<file path="src/rtl/xpt_cfg_pkg.sv">
package xpt_cfg_pkg;

  // True when an address names a real output.
  function automatic logic is_out_addr(input int unsigned a, input int unsigned n_out);
    return a < n_out;
  endfunction

  // The broadcast code sits one past the last output.
  function automatic logic is_bcast_addr(input int unsigned a, input int unsigned n_out);
    return a == n_out;
  endfunction

  // An input number at or above the input count is reserved.
  function automatic logic is_sel_reserved(input int unsigned s, input int unsigned n_in);
    return s >= n_in;
  endfunction

endpackage

</file>
<file path="src/rtl/xpt_host_dec.sv">
module xpt_host_dec #(
  parameter int N_OUT  = 17,
  parameter int ADDR_W = 5
) (
  input  logic              clk,
  input  logic              rst_n,
  input  logic              cs_n,
  input  logic              we_n,
  input  logic              re_n,
  input  logic              upd_n,
  input  logic [ADDR_W-1:0] addr,
  output logic [N_OUT-1:0]  wr_hit,
  output logic              wr_go,
  output logic              upd_go,
  output logic              rd_go,
  output logic              addr_is_out
);
  import xpt_cfg_pkg::*;

  logic active;
  logic bcast;

  assign active      = !cs_n;
  assign addr_is_out = is_out_addr(int'(addr), N_OUT);
  assign bcast       = is_bcast_addr(int'(addr), N_OUT);
  assign wr_go       = active && !we_n && (addr_is_out || bcast);
  assign upd_go      = active && !upd_n;
  assign rd_go       = active && !re_n;

  for (genvar i = 0; i < N_OUT; i++) begin : g_hit
    assign wr_hit[i] = wr_go && (bcast || (addr == ADDR_W'(i)));
  end


  cs_idle_chk: assert property (@(posedge clk) disable iff (!rst_n)
    cs_n |-> (wr_hit == '0) && !upd_go && !rd_go);


  bcast_all_chk: assert property (@(posedge clk) disable iff (!rst_n)
    (!cs_n && !we_n && addr == ADDR_W'(N_OUT)) |-> (&wr_hit));


  rsvd_addr_chk: assert property (@(posedge clk) disable iff (!rst_n)
    (addr > ADDR_W'(N_OUT)) |-> (wr_hit == '0));


  one_hit_chk: assert property (@(posedge clk) disable iff (!rst_n)
    (addr < ADDR_W'(N_OUT)) |-> $onehot0(wr_hit));

endmodule

</file>
<file path="src/rtl/xpt_rank_cell.sv">
module xpt_rank_cell #(
  parameter int ENTRY_W = 7
) (
  input  logic               clk,
  input  logic               rst_n,
  input  logic               wr_hit,
  input  logic               upd_go,
  input  logic [ENTRY_W-1:0] wdata,
  output logic [ENTRY_W-1:0] stage_q,
  output logic [ENTRY_W-1:0] live_q
);

  always_ff @(posedge clk or negedge rst_n) begin
    if (!rst_n) begin
      stage_q <= '0;
      live_q  <= '0;
    end else begin
      if (wr_hit) stage_q <= wdata;
      if (upd_go) live_q  <= wr_hit ? wdata : stage_q;
    end
  end


  stage_only_chk: assert property (@(posedge clk) disable iff (!rst_n)
    (wr_hit && !upd_go) |=> (stage_q == $past(wdata)) && $stable(live_q));


  global_upd_chk: assert property (@(posedge clk) disable iff (!rst_n)
    (upd_go && !wr_hit) |=> (live_q == $past(stage_q)) && $stable(stage_q));


  write_thru_chk: assert property (@(posedge clk) disable iff (!rst_n)
    (upd_go && wr_hit) |=> (live_q == $past(wdata)) && (stage_q == $past(wdata)));


  hold_chk: assert property (@(posedge clk) disable iff (!rst_n)
    (!upd_go && !wr_hit) |=> $stable(live_q) && $stable(stage_q));

endmodule

</file>
<file path="src/rtl/xpt_readback.sv">
module xpt_readback #(
  parameter int N_OUT   = 17,
  parameter int ENTRY_W = 7,
  parameter int ADDR_W  = 5
) (
  input  logic [ENTRY_W-1:0] live [N_OUT],
  input  logic [ADDR_W-1:0]  addr,
  input  logic               rd_go,
  input  logic               addr_is_out,
  output logic [ENTRY_W-1:0] dout,
  output logic               dout_oe
);

  always_comb begin
    dout = '0;
    if (rd_go && addr_is_out) begin
      for (int i = 0; i < N_OUT; i++) begin
        if (addr == ADDR_W'(i)) dout = live[i];
      end
    end
  end

  assign dout_oe = rd_go;

endmodule

</file>
<file path="src/rtl/xpt_cfg_top.sv">
module xpt_cfg_top #(
  parameter int N_OUT  = 17,
  parameter int N_IN   = 33,
  parameter int SEL_W  = 6,
  parameter int ADDR_W = 5
) (
  input  logic                   clk,
  input  logic                   rst_n,
  input  logic                   cs_n,
  input  logic                   we_n,
  input  logic                   re_n,
  input  logic                   upd_n,
  input  logic [ADDR_W-1:0]      addr,
  input  logic [SEL_W:0]         din,
  output logic [SEL_W:0]         dout,
  output logic                   dout_oe,
  output logic [N_OUT*SEL_W-1:0] live_sel,
  output logic [N_OUT-1:0]       live_en,
  output logic                   sel_err
);
  import xpt_cfg_pkg::*;

  localparam int ENTRY_W = SEL_W + 1;

  logic [N_OUT-1:0]   wr_hit;
  logic               wr_go;
  logic               upd_go;
  logic               rd_go;
  logic               addr_is_out;
  logic [ENTRY_W-1:0] stage_q [N_OUT];
  logic [ENTRY_W-1:0] live_q  [N_OUT];

  xpt_host_dec #(.N_OUT(N_OUT), .ADDR_W(ADDR_W)) dec_i (
    .clk(clk), .rst_n(rst_n), .cs_n(cs_n), .we_n(we_n), .re_n(re_n),
    .upd_n(upd_n), .addr(addr), .wr_hit(wr_hit), .wr_go(wr_go),
    .upd_go(upd_go), .rd_go(rd_go), .addr_is_out(addr_is_out)
  );

  for (genvar i = 0; i < N_OUT; i++) begin : g_out
    xpt_rank_cell #(.ENTRY_W(ENTRY_W)) cell_i (
      .clk(clk), .rst_n(rst_n), .wr_hit(wr_hit[i]), .upd_go(upd_go),
      .wdata(din), .stage_q(stage_q[i]), .live_q(live_q[i])
    );
    assign live_sel[i*SEL_W +: SEL_W] = live_q[i][SEL_W-1:0];
    assign live_en[i]                 = live_q[i][SEL_W];
  end

  xpt_readback #(.N_OUT(N_OUT), .ENTRY_W(ENTRY_W), .ADDR_W(ADDR_W)) rb_i (
    .live(live_q), .addr(addr), .rd_go(rd_go), .addr_is_out(addr_is_out),
    .dout(dout), .dout_oe(dout_oe)
  );

  assign sel_err = wr_go && is_sel_reserved(int'(din[SEL_W-1:0]), N_IN);


  sel_err_src_chk: assert property (@(posedge clk) disable iff (!rst_n)
    sel_err |-> (!cs_n && !we_n && (wr_hit != '0)));


  rd_drive_chk: assert property (@(posedge clk) disable iff (!rst_n)
    (!cs_n && !re_n) |-> dout_oe);


  rd_rsvd_chk: assert property (@(posedge clk) disable iff (!rst_n)
    (!cs_n && !re_n && addr >= ADDR_W'(N_OUT)) |-> (dout == '0));


  post_reset_chk: assert property (@(posedge clk)
    !rst_n |-> (live_en == '0));

endmodule

</file>
<file path="config.mk">
export PLATFORM = sky130hd
export DESIGN_NAME = xpt_cfg_top
export DESIGN_NICKNAME = d
export VERILOG_FILES = /design/src/rtl/xpt_cfg_pkg.sv /design/src/rtl/xpt_host_dec.sv /design/src/rtl/xpt_rank_cell.sv /design/src/rtl/xpt_readback.sv /design/src/rtl/xpt_cfg_top.sv
export SDC_FILE = /design/constraint.sdc
export NUM_CORES = 1
export LEC_CHECK = 0
export BUFFER_PORTS_ARGS = -buffer_cell sky130_fd_sc_hd__buf_2
export CORE_MARGIN = 8
export CORE_UTILIZATION = 63
export DETAILED_ROUTE_END_ITERATION = 10
export PLACE_DENSITY = 0.86
export SYNTH_ARGS = -nofsm -noshare
export SYNTH_HDL_FRONTEND = slang
export SYNTH_HIERARCHICAL = 1
export SYNTH_SLANG_ARGS = --single-unit
</file>
<file path="constraint.sdc">
create_clock -name clk -period 4.55 [get_ports clk]
set_input_delay 0.91 -clock clk [delete_from_list [all_inputs] [get_ports clk]]
set_output_delay 0.91 -clock clk [all_outputs]
set_load 0.03 [all_outputs]
</file>
==> results of run 1 <==
-- sequential cells by signal, summed over array words and instances (netlist names) --
name / flops
g_out.cell_i/stage_q: 119
g_out.cell_i/live_q: 119
-- cell usage after synthesis (3+ instances only) --
cell type / n
a31oi_1: 5
nor2b_1: 11
buf_2: 19
mux2i_1: 8
a2111oi_2: 3
nor2_1: 18
o22ai_1: 4
mux2_4: 238
nor3_1: 4
nor4_1: 4
nand2b_1: 9
a211oi_2: 3
o21ai_0: 20
clkbuf_2: 17
clkbuf_1: 4
a21oi_1: 17
o311ai_0: 3
xnor2_1: 3
nand3_1: 7
a22oi_1: 6
a32oi_1: 3
or3b_1: 7
nand3b_1: 12
a22o_1: 3
a211oi_1: 9
buf_4: 5
nand2_1: 20
nor4_2: 3
dfrtp_1: 238
nand4bb_1: 4
nand4b_1: 3
o21a_1: 3
mux2_2: 11
buf_6: 23
nor3b_1: 4
o211ai_1: 5
or3_1: 6
-- cell type report --
cell class | count | share of cell area (%)
inverter | 3 | 0.0829
multi-input combinational | 491 | 39.9
sequential | 238 | 43.8
clock inverter | 11 | 1.22
clock buffer | 34 | 5.15
timing repair buffer | 179 | 7.66
tap | 234 | 2.15
-- cell families (layout without fill, tap and decap cells) --
logic type / count (synthesis) / count (layout) / share of synthesized area, %
mux: 260 / 260 / 32.4
flops: 238 / 238 / 50.2
simple gates: 125 / 125 / 6.70
compound gates: 102 / 102 / 6.16
buf+inv: 71 / 227 / 4.24
xor+xnor: 4 / 4 / 0.295
-- report_power, final --
group	switching [mW]	total (mW)	internal [mW]
Sequential	0.435	3.07	2.64
Clock	0.830	2.13	1.30
Combinational	1.24	2.26	1.02
-- path summary, 6_finish.rpt --
path                       cells after the start                   startpoint                          end  slack [ps]
setup / recovery                               6                      addr[1]                      dout[0]         450
hold / removal                                 1                        rst_n    g_out[5].cell_i/live_q[3]         460
setup reg to reg                               2   g_out[6].cell_i/stage_q[1]    g_out[6].cell_i/live_q[1]        3490
hold reg to reg                                1  g_out[15].cell_i/stage_q[2]  g_out[15].cell_i/stage_q[2]         490
max in group asynchronous                      2                        rst_n  g_out[16].cell_i/stage_q[0]        2840
min in group clk                               1  g_out[15].cell_i/stage_q[2]  g_out[15].cell_i/stage_q[2]         490
-- routing by layer --
layer	global-route usage (%)	up-vias
met5	0	-
met4	6.88	2
met3	4.34	58
met2	41.6	306
met1	37.2	3887
li1	-	3205
-- per-stage QoR --
step                      util, %  cells  hold WS, ps
after floorplan                 -    800          468
after global placement       68.5   1145          475
after detailed placement     68.5   1145          479
after CTS                    73.1   1190          493
after global routing         73.1   1190          499
final                        73.1   1190          461
-- placed cells by master, fill, tap and decap left out, drive strengths merged, types with 5 or more instances in the layout --
cell type  instances
clkbuf            34
o21ai             20
nand2b             9
a211oi            12
a31oi              5
nor2              19
or3b               8
dfrtp            238
a22oi              6
nor2b             11
mux2i              8
or3                6
nor4               7
o211ai             5
nand3              7
buf              179
nor3               5
nand2             20
mux2             249
a21oi             17
nand3b            12
a2111oi            5
==> flow_summary.toml, run 1 <==
[route]
vias = 7458
top_layer = "met5"
post-route-drc-count = 0
route.met3.wl_mm = 1.87
drtPass1Iterations = 5
drt-met1-wl_mm = 14.0
wl_met2_mm = 14.9
wire_per_inst_microns = 26.4
totalWireLength_mm = 31.5
antenna_left = 0
drt_iter0_drc = 665
drt-vias-per-instance = 6.27

[clocking]
path_clk_slew_ps = 60
htree_num_levels = 1
cts_setup_buffers = 0
holdBufCountCts = 0
ctsResizeCount = 0
clock-root-buffer = "clkbuf_16"
cts_tree = "built"
cts_buffers = 25
clock_sinks = 238
clock_path_buffers = 3
clock_latency_ps = 520

[timing]
worst_slew_pin_slew_ps = 1080
finalSetupViolations = 0
period_minus_slack_ps = 4100
finClkSkew_ps = 5.61
fmax_ghz = 0.244
final.setup.tns_ps = 0
relSlewSlack_pct = 28.1
min_period_over_period_pct = 90.1
rsz0062_at_grt = "false"
finalHoldViolations = 0
finalMaxSlewViolations = 0
postLayoutSetupSlackWorst_ps = 453

[setup_path]
crit_path_top_delay_cell = "o311ai_0"
crit_chain = "buf_2, o41ai_1, and2_1, o211ai_1, o311ai_0, buf_2"
crit_fanout = 39
worstSetupStartpointType = "primary input"
critPathMostFrequentCell = "buf_2"
crit_family = "compound AO/OA/AOI/OAI gates"
worst-path-buf-inv = 2
endpoint_kind = "primary output"
cp.required_ps = 3640
arrival_ps = 3190
path_class = "in2out"
slowest_delay_ps = 550

[yosys]
synth_edf_count = 0
synth.largest_area_cell = "dfrtp_1"
synth.net_count = 818
synth_cell_types = 66
synth_flop_cell = "dfrtp_1"
synth_seq_cells = 238
syn_avg_cell_area_sq_um = 14.8
syn_inst = 800
netlist_area_sq_mm = 0.0119
synth_top_area_share_pct = 50.2
yosysSeqAreaShare_pct = 50.2
yosys_warnings = 6
synth-async-reset-ratio_pct = 100
yosys-top-cells-area = "dfrtp_1, mux2_4, buf_6"

[global_route]
grt_antenna_before_repair = 1
track_usage_pct = 26.4
grt_pass1_vias = 7775
grt_pass1_wl_mm = 48.5
grt-ovfl-total = 0
grt_max_degree = 121

[die]
io_pins = 146
core_sq_mm = 0.0186
row_count = 50
die_h_microns = 153
die_x_microns = 153
start_util_pct = 63.9
die-area_sq_mm = 0.0235

[layout]
multiInputGateArea_sq_mm = 0.00542
nets = 956
fin_area_sq_mm = 0.0136
n_antenna_cell = 0
regArea_sq_mm = 0.00596
fill_cells = 1183
area_growth_syn_to_layout_pct = 14.5
layout-drive-gt1-share_pct = 50.9

[hold_path]
hold_path_class = "in2async"

[pwr]
p_leak_nw = 6.50
power_mw = 7.46
p_per_area_mw_per_mm2 = 549
vdd_ir_drop_max_mv = 0.429

[placement]
pre_cts_slack_ps = 473
hpwl_mm = 20.9
gp_congestion = 0.954
port_buffers = 145
place_area_sq_mm = 0.0127

[job]
drv_cap = 0

[status]
status = "completed"
(Power assumes the default switching activity.)
==> inputs of run 2 (changes only) <==
CORE_UTILIZATION = 62   (was 63)
PLACE_DENSITY = 0.85   (was 0.86)
SYNTH_HIERARCHICAL = unset   (was 1)
==> run 2 against run 1 <==
Clock power fell by 4%. Worst setup slack gained 4.3 ps. Total power down 14%. Area after synthesis shrank 8.9%. Sequential share of layout area is 3.6 points higher. Cell area decreased by 7.5%. Die area shrank 6.7%. Synthesized cell count is 0.63% lower. Core utilization is essentially flat. Combinational power shrank 33%. Register-to-register slack is essentially flat. Critical path type unchanged. Largest cell class unchanged.
==> flow_summary.toml, run 2 <==
[clocking]
ctsResizeCount = 0
htree_num_levels = 1
clock_sinks = 238
path_clk_slew_ps = 60
clock-root-buffer = "clkbuf_16"
cts_setup_buffers = 0
holdBufCountCts = 0
cts_tree = "built"
clock_path_buffers = 3
cts_buffers = 24
clock_latency_ps = 510

[setup_path]
path_class = "in2out"
crit_fanout = 30
reg2reg_setup_slack_ps = 3500
worstSetupStartpointType = "primary input"
crit_chain = "buf_2, nor2b_1, o2111ai_1, a22oi_1, o21ai_0, a311oi_1, buf_2"
cp.required_ps = 3640
arrival_ps = 3180
rr_endpoint = "g_out[12].cell_i.live_q[6]"
endpoint_kind = "primary output"
crit_path_top_delay_cell = "buf_2"
slowest_delay_ps = 500
rr_startpoint = "g_out[12].cell_i.stage_q[6]"
critPathMostFrequentCell = "buf_2"
reg2reg_depth = 2

[job]
drv_cap = 0

[route]
drt-vias-per-instance = 6.34
vias = 7433
post-route-drc-count = 0
wire_per_inst_microns = 26.2
totalWireLength_mm = 30.8
drtPass1Iterations = 5
drt_iter0_drc = 569
antenna_left = 0

[yosys]
synth_edf_count = 0
synth-async-reset-ratio_pct = 100
synth_cell_types = 81
synth.most_common_cell = "dfrtp_1"
synth_flop_cell = "dfrtp_1"
netlist_area_sq_mm = 0.0108
yosys-top-cells-area = "dfrtp_1, mux2_2, mux2_4"
syn_avg_cell_area_sq_um = 13.6
ys_top_cells_by_count = "dfrtp_1, mux2_2, nand2_1, clkbuf_1, a21oi_1"
synth_top_area_share_pct = 55.1
yosys_warnings = 0
yosysSeqAreaShare_pct = 55.1
synth.largest_area_cell = "dfrtp_1"
syn_inst = 795
synth.net_count = 813
synth_seq_cells = 238

[placement]
dp.cells = 1131
hpwl_mm = 21.2
port_buffers = 145
pre_cts_slack_ps = 548
gp_congestion = 1.07

[global_route]
grt_pass1_wl_mm = 47.3
grt-ovfl-total = 0
track_usage_pct = 28.1
grt_max_degree = 102
grt_pass1_vias = 7703
grt_antenna_before_repair = 1

[timing]
finalHoldViolations = 0
rsz0062_at_grt = "false"
relSlewSlack_pct = 45.0
final.setup.tns_ps = 0
fmax_ghz = 0.244
min_period_over_period_pct = 90.0
finClkSkew_ps = 6.42
finalSetupViolations = 0
postLayoutSetupSlackWorst_ps = 457
finalMaxSlewViolations = 0
period_minus_slack_ps = 4090
worst_slew_pin_slew_ps = 824

[die]
row_count = 48
core_sq_mm = 0.0172
die_x_microns = 148
io_pins = 146
die-area_sq_mm = 0.0219
die_h_microns = 148
start_util_pct = 63.0

[layout]
final_common_cell = "dfrtp_1"
area_growth_syn_to_layout_pct = 16.2
final_cell_count_no_fill = 1173
layout-drive-gt1-share_pct = 49.0
top_regs = "g_out.cell_i.live_q x119, g_out.cell_i.stage_q x119"
layout_common_cells = "dfrtp_1, mux2_2, buf_2"
nets = 950

[pwr]
pwr-share-comb_pct = 23.7
p_sw_mw = 2.04
pwr-share-clk_pct = 31.9
p_per_area_mw_per_mm2 = 508
p_leak_nw = 6.22
internal_power_mw = 4.35
p_sw_share_pct = 31.9
power_frac_seq_pct = 44.4
vdd_ir_drop_max_mv = 0.393

[hold_path]
hold_path_class = "in2async"

[status]
status = "completed"
-- run 2: cell count changes after synthesis, sizes merged, moves of 7 or more --
cell,before,now
or3b,8,1
nand3,7,16
buf,47,24
mux2,249,242
a211oi,12,3
a21oi,17,25
nand3b,12,3
-- run 2: critical path: cells and delay by family --
family | cells | cell delay [ps]
buffers and inverters | 2 | 780
AND/OR/NAND/NOR | 1 | 500
AO/OA/AOI/OAI | 4 | 1000
-- run 2: cells by family after synthesis --
logic type / synth area share, %
multiplexers: 27.1
flip-flops: 55.1
AND/OR/NAND/NOR: 7.38
AO/OA/AOI/OAI: 7.71
buffers and inverters: 2.52
XOR/XNOR: 0.162
-- run 2: layout make-up --
class / instances / area (sq um)
sequential: 238 / 5960
fill: 1193 / 4610
multi-input combinational: 501 / 4590
timing repair buffer: 160 / 886
clock buffer: 36 / 727
tap: 225 / 282
clock inverter: 5 / 100
inverter: 7 / 26.3
antenna: 1 / 2.50
-- run 2: stage by stage --
stage / instance area [sq um] / util, % / hold WS (ps) / power (mW)
detailed placement: 11700 / 68.3 / 476 / 4.37
global route: 12600 / 73.2 / 482 / 6.63
global placement: 11700 / 68.3 / 470 / 4.32
CTS: 12600 / 73.1 / 456 / 6.42
finish: 12600 / 73.2 / 427 / 6.39
floorplan: 10800 / - / 458 / 3.77
-- run 2: how the worst max path moves through the flow --
stage,from,to,cells past startpoint
CTS,addr[2],dout[2],7
detailed placement,addr[2],dout[2],7
global placement,addr[2],dout[3],7
global route,addr[2],dout[2],7
finish,addr[2],dout[4],7
floorplan,addr[0],dout[4],8
-- run 2: power by group through the flow --
stage	Clock [mW]	Sequential [mW]	Combinational, mW
after floorplan	0	3.19	0.586
after global placement	0	2.84	1.48
after detailed placement	0	2.86	1.51
after CTS	2.07	2.83	1.53
after global routing	2.15	2.87	1.61
final	2.04	2.84	1.51
-- run 2: per-layer routing --
| metal | up-vias | global-route usage [%] | wire, microns |
|---|---|---|---|
| met5 | - | 0 | 0 |
| met4 | 0 | 7.80 | 785 |
| met3 | 64 | 5.41 | 2570 |
| met2 | 375 | 44.1 | 14400 |
| met1 | 3786 | 39.5 | 13000 |
| li1 | 3208 | - | - |
==> inputs of run 3 (changes only) <==
CELL_PAD_IN_SITES_DETAIL_PLACEMENT = 1   (was unset)
CELL_PAD_IN_SITES_GLOBAL_PLACEMENT = 1   (was unset)
CORE_UTILIZATION = 51   (was 62)
PLACE_DENSITY = unset   (was 0.85)
PLACE_DENSITY_LB_ADDON = 0.1   (was unset)
SLEW_MARGIN = 30   (was unset)
clock period = 5 ns   (was 4.55 ns; I/O delays follow)
==> run 3 against run 2 <==
Worst setup slack worse by 40 ps. Core utilization is 12 points lower. Sequential power is 8.5% lower. Hold slack worse by 63 ps. First-iteration DRC count is 25% lower. Global-route usage is 0.50 points lower. Clock power is 5% lower. Critical path depth is 1 lower. Sequential cell count stayed put. Largest power group unchanged.
==> flow_summary.toml, run 3 (synthesized netlist as in run 2, its figures left out) <==
[status]
status = "completed"

[layout]
n_antenna_cell = 0
post-route-util_pct = 60.7
area_growth_syn_to_layout_pct = 17.2
top_regs = "g_out.cell_i.live_q x119, g_out.cell_i.stage_q x119"
final_common_cell = "dfrtp_1"
final_cell_count_no_fill = 1228
nets = 953
layout-drive-gt1-share_pct = 49.1
layout_common_cells = "dfrtp_1, mux2_2, buf_2"

[clocking]
clock_path_buffers = 3
path_clk_slew_ps = 60
holdBufCountCts = 0
clock_latency_ps = 520
cts_setup_buffers = 0
htree_num_levels = 1
cts_tree = "built"
clock_sinks = 238
clock-root-buffer = "clkbuf_16"
ctsResizeCount = 0
cts_buffers = 25

[die]
die-area_sq_mm = 0.0261
die_h_microns = 162
row_count = 53
die_x_microns = 162
core_sq_mm = 0.0209
start_util_pct = 51.8
io_pins = 146

[global_route]
grt_pass1_vias = 8338
grt-ovfl-total = 0
grt_antenna_before_repair = 0
grt_max_degree = 124
track_usage_pct = 27.6
grt_pass1_wl_mm = 54.8

[timing]
rsz0062_at_grt = "false"
fmax_ghz = 0.218
min_period_over_period_pct = 91.7
postLayoutSetupSlackWorst_ps = 417
period_minus_slack_ps = 4580
finClkSkew_ps = 12.0
finalMaxSlewViolations = 0
worst_slew_pin_slew_ps = 911
finalSetupViolations = 0
finalHoldViolations = 0
final.setup.tns_ps = 0
relSlewSlack_pct = 37.7

[setup_path]
reg2reg_setup_slack_ps = 3910
endpoint_kind = "primary output"
crit_start = "addr[2]"
cp.required_ps = 4000
crit_fanout = 36
reg2reg_depth = 2
path_class = "in2out"
critPathCapture = "dout[0]"
rr_endpoint = "g_out[12].cell_i.live_q[6]"
arrival_ps = 3580
worstSetupStartpointType = "primary input"
rr_startpoint = "g_out[12].cell_i.stage_q[6]"

[route]
wire_per_inst_microns = 29.4
post-route-drc-count = 0
vias = 7618
drt_iter0_drc = 428
antenna_left = 0
drt-vias-per-instance = 6.20
totalWireLength_mm = 36.1
drtPass1Iterations = 4

[placement]
hpwl_mm = 25.0
dp.cells = 1182
gp_congestion = 0.920
pre_cts_slack_ps = 434
port_buffers = 145

[pwr]
p_leak_nw = 6.24
vdd_ir_drop_max_mv = 0.343
p_per_area_mw_per_mm2 = 469

[job]
drv_cap = 0

[hold_path]
hold_path_class = "in2async"
==> run 3: cell count changes in the layout (fill, tap and decap cells not counted), sizes merged <==
cell	before	now
buf	160	162
clkinv	4	6
bufinv	3	4
clkinvlp	0	1
diode	1	0
==> run 3: worst min-delay path by stage <==
stage | startpoint | endpoint | slack, ps | cells after the start
2_1_floorplan | g_out[12].cell_i.stage_q[6] | g_out[12].cell_i.stage_q[6] | 460 | 1
3_3_place_gp | g_out[12].cell_i.stage_q[6] | g_out[12].cell_i.stage_q[6] | 470 | 1
3_5_place_dp | g_out[10].cell_i.stage_q[0] | g_out[10].cell_i.stage_q[0] | 480 | 1
4_1_cts | g_out[2].cell_i.stage_q[0] | g_out[2].cell_i.stage_q[0] | 500 | 1
5_1_grt | rst_n | g_out[16].cell_i.stage_q[3] | 370 | 1
6_report | rst_n | g_out[0].cell_i.live_q[3] | 360 | 1
==> run 3: final cells by class <==
class	count	area, sq um
multi-input cells	501	4590
flip-flops and latches	238	5960
fillers	2069	8210
clock buffers	36	707
inverters	7	26.3
clock inverters	9	148
repair buffers	162	908
well taps	275	344
==> run 3: per-stage QoR <==
step	area, sq um	power, mW	hold WS [ps]
final	12700	5.95	364
after global routing	12700	6.17	369
after CTS	12600	5.99	496
after detailed placement	11800	4.03	477
after global placement	11800	3.95	468
after floorplan	10800	3.43	458
==> run 3: power breakdown <==
group | total (mW) | switching (mW) | internal (mW)
logic | 1.42 | 0.897 | 0.518
clock network | 1.94 | 0.752 | 1.18
registers | 2.60 | 0.305 | 2.29
==> run 3: critical path: stages <==
cell       delay, ps
buf_2            340
nor2b_1          650
nand2_1          240
a2111oi_0        830
o31a_1           280
buf_2            220
==> run 3: layer usage <==
layer	wire length, microns	up-vias	GRT usage (%)
li1	-	3208	-
met2	17500	292	45.3
met3	2010	65	4.15
met5	0	-	0
met4	1020	0	8.88
met1	15500	4053	37.2
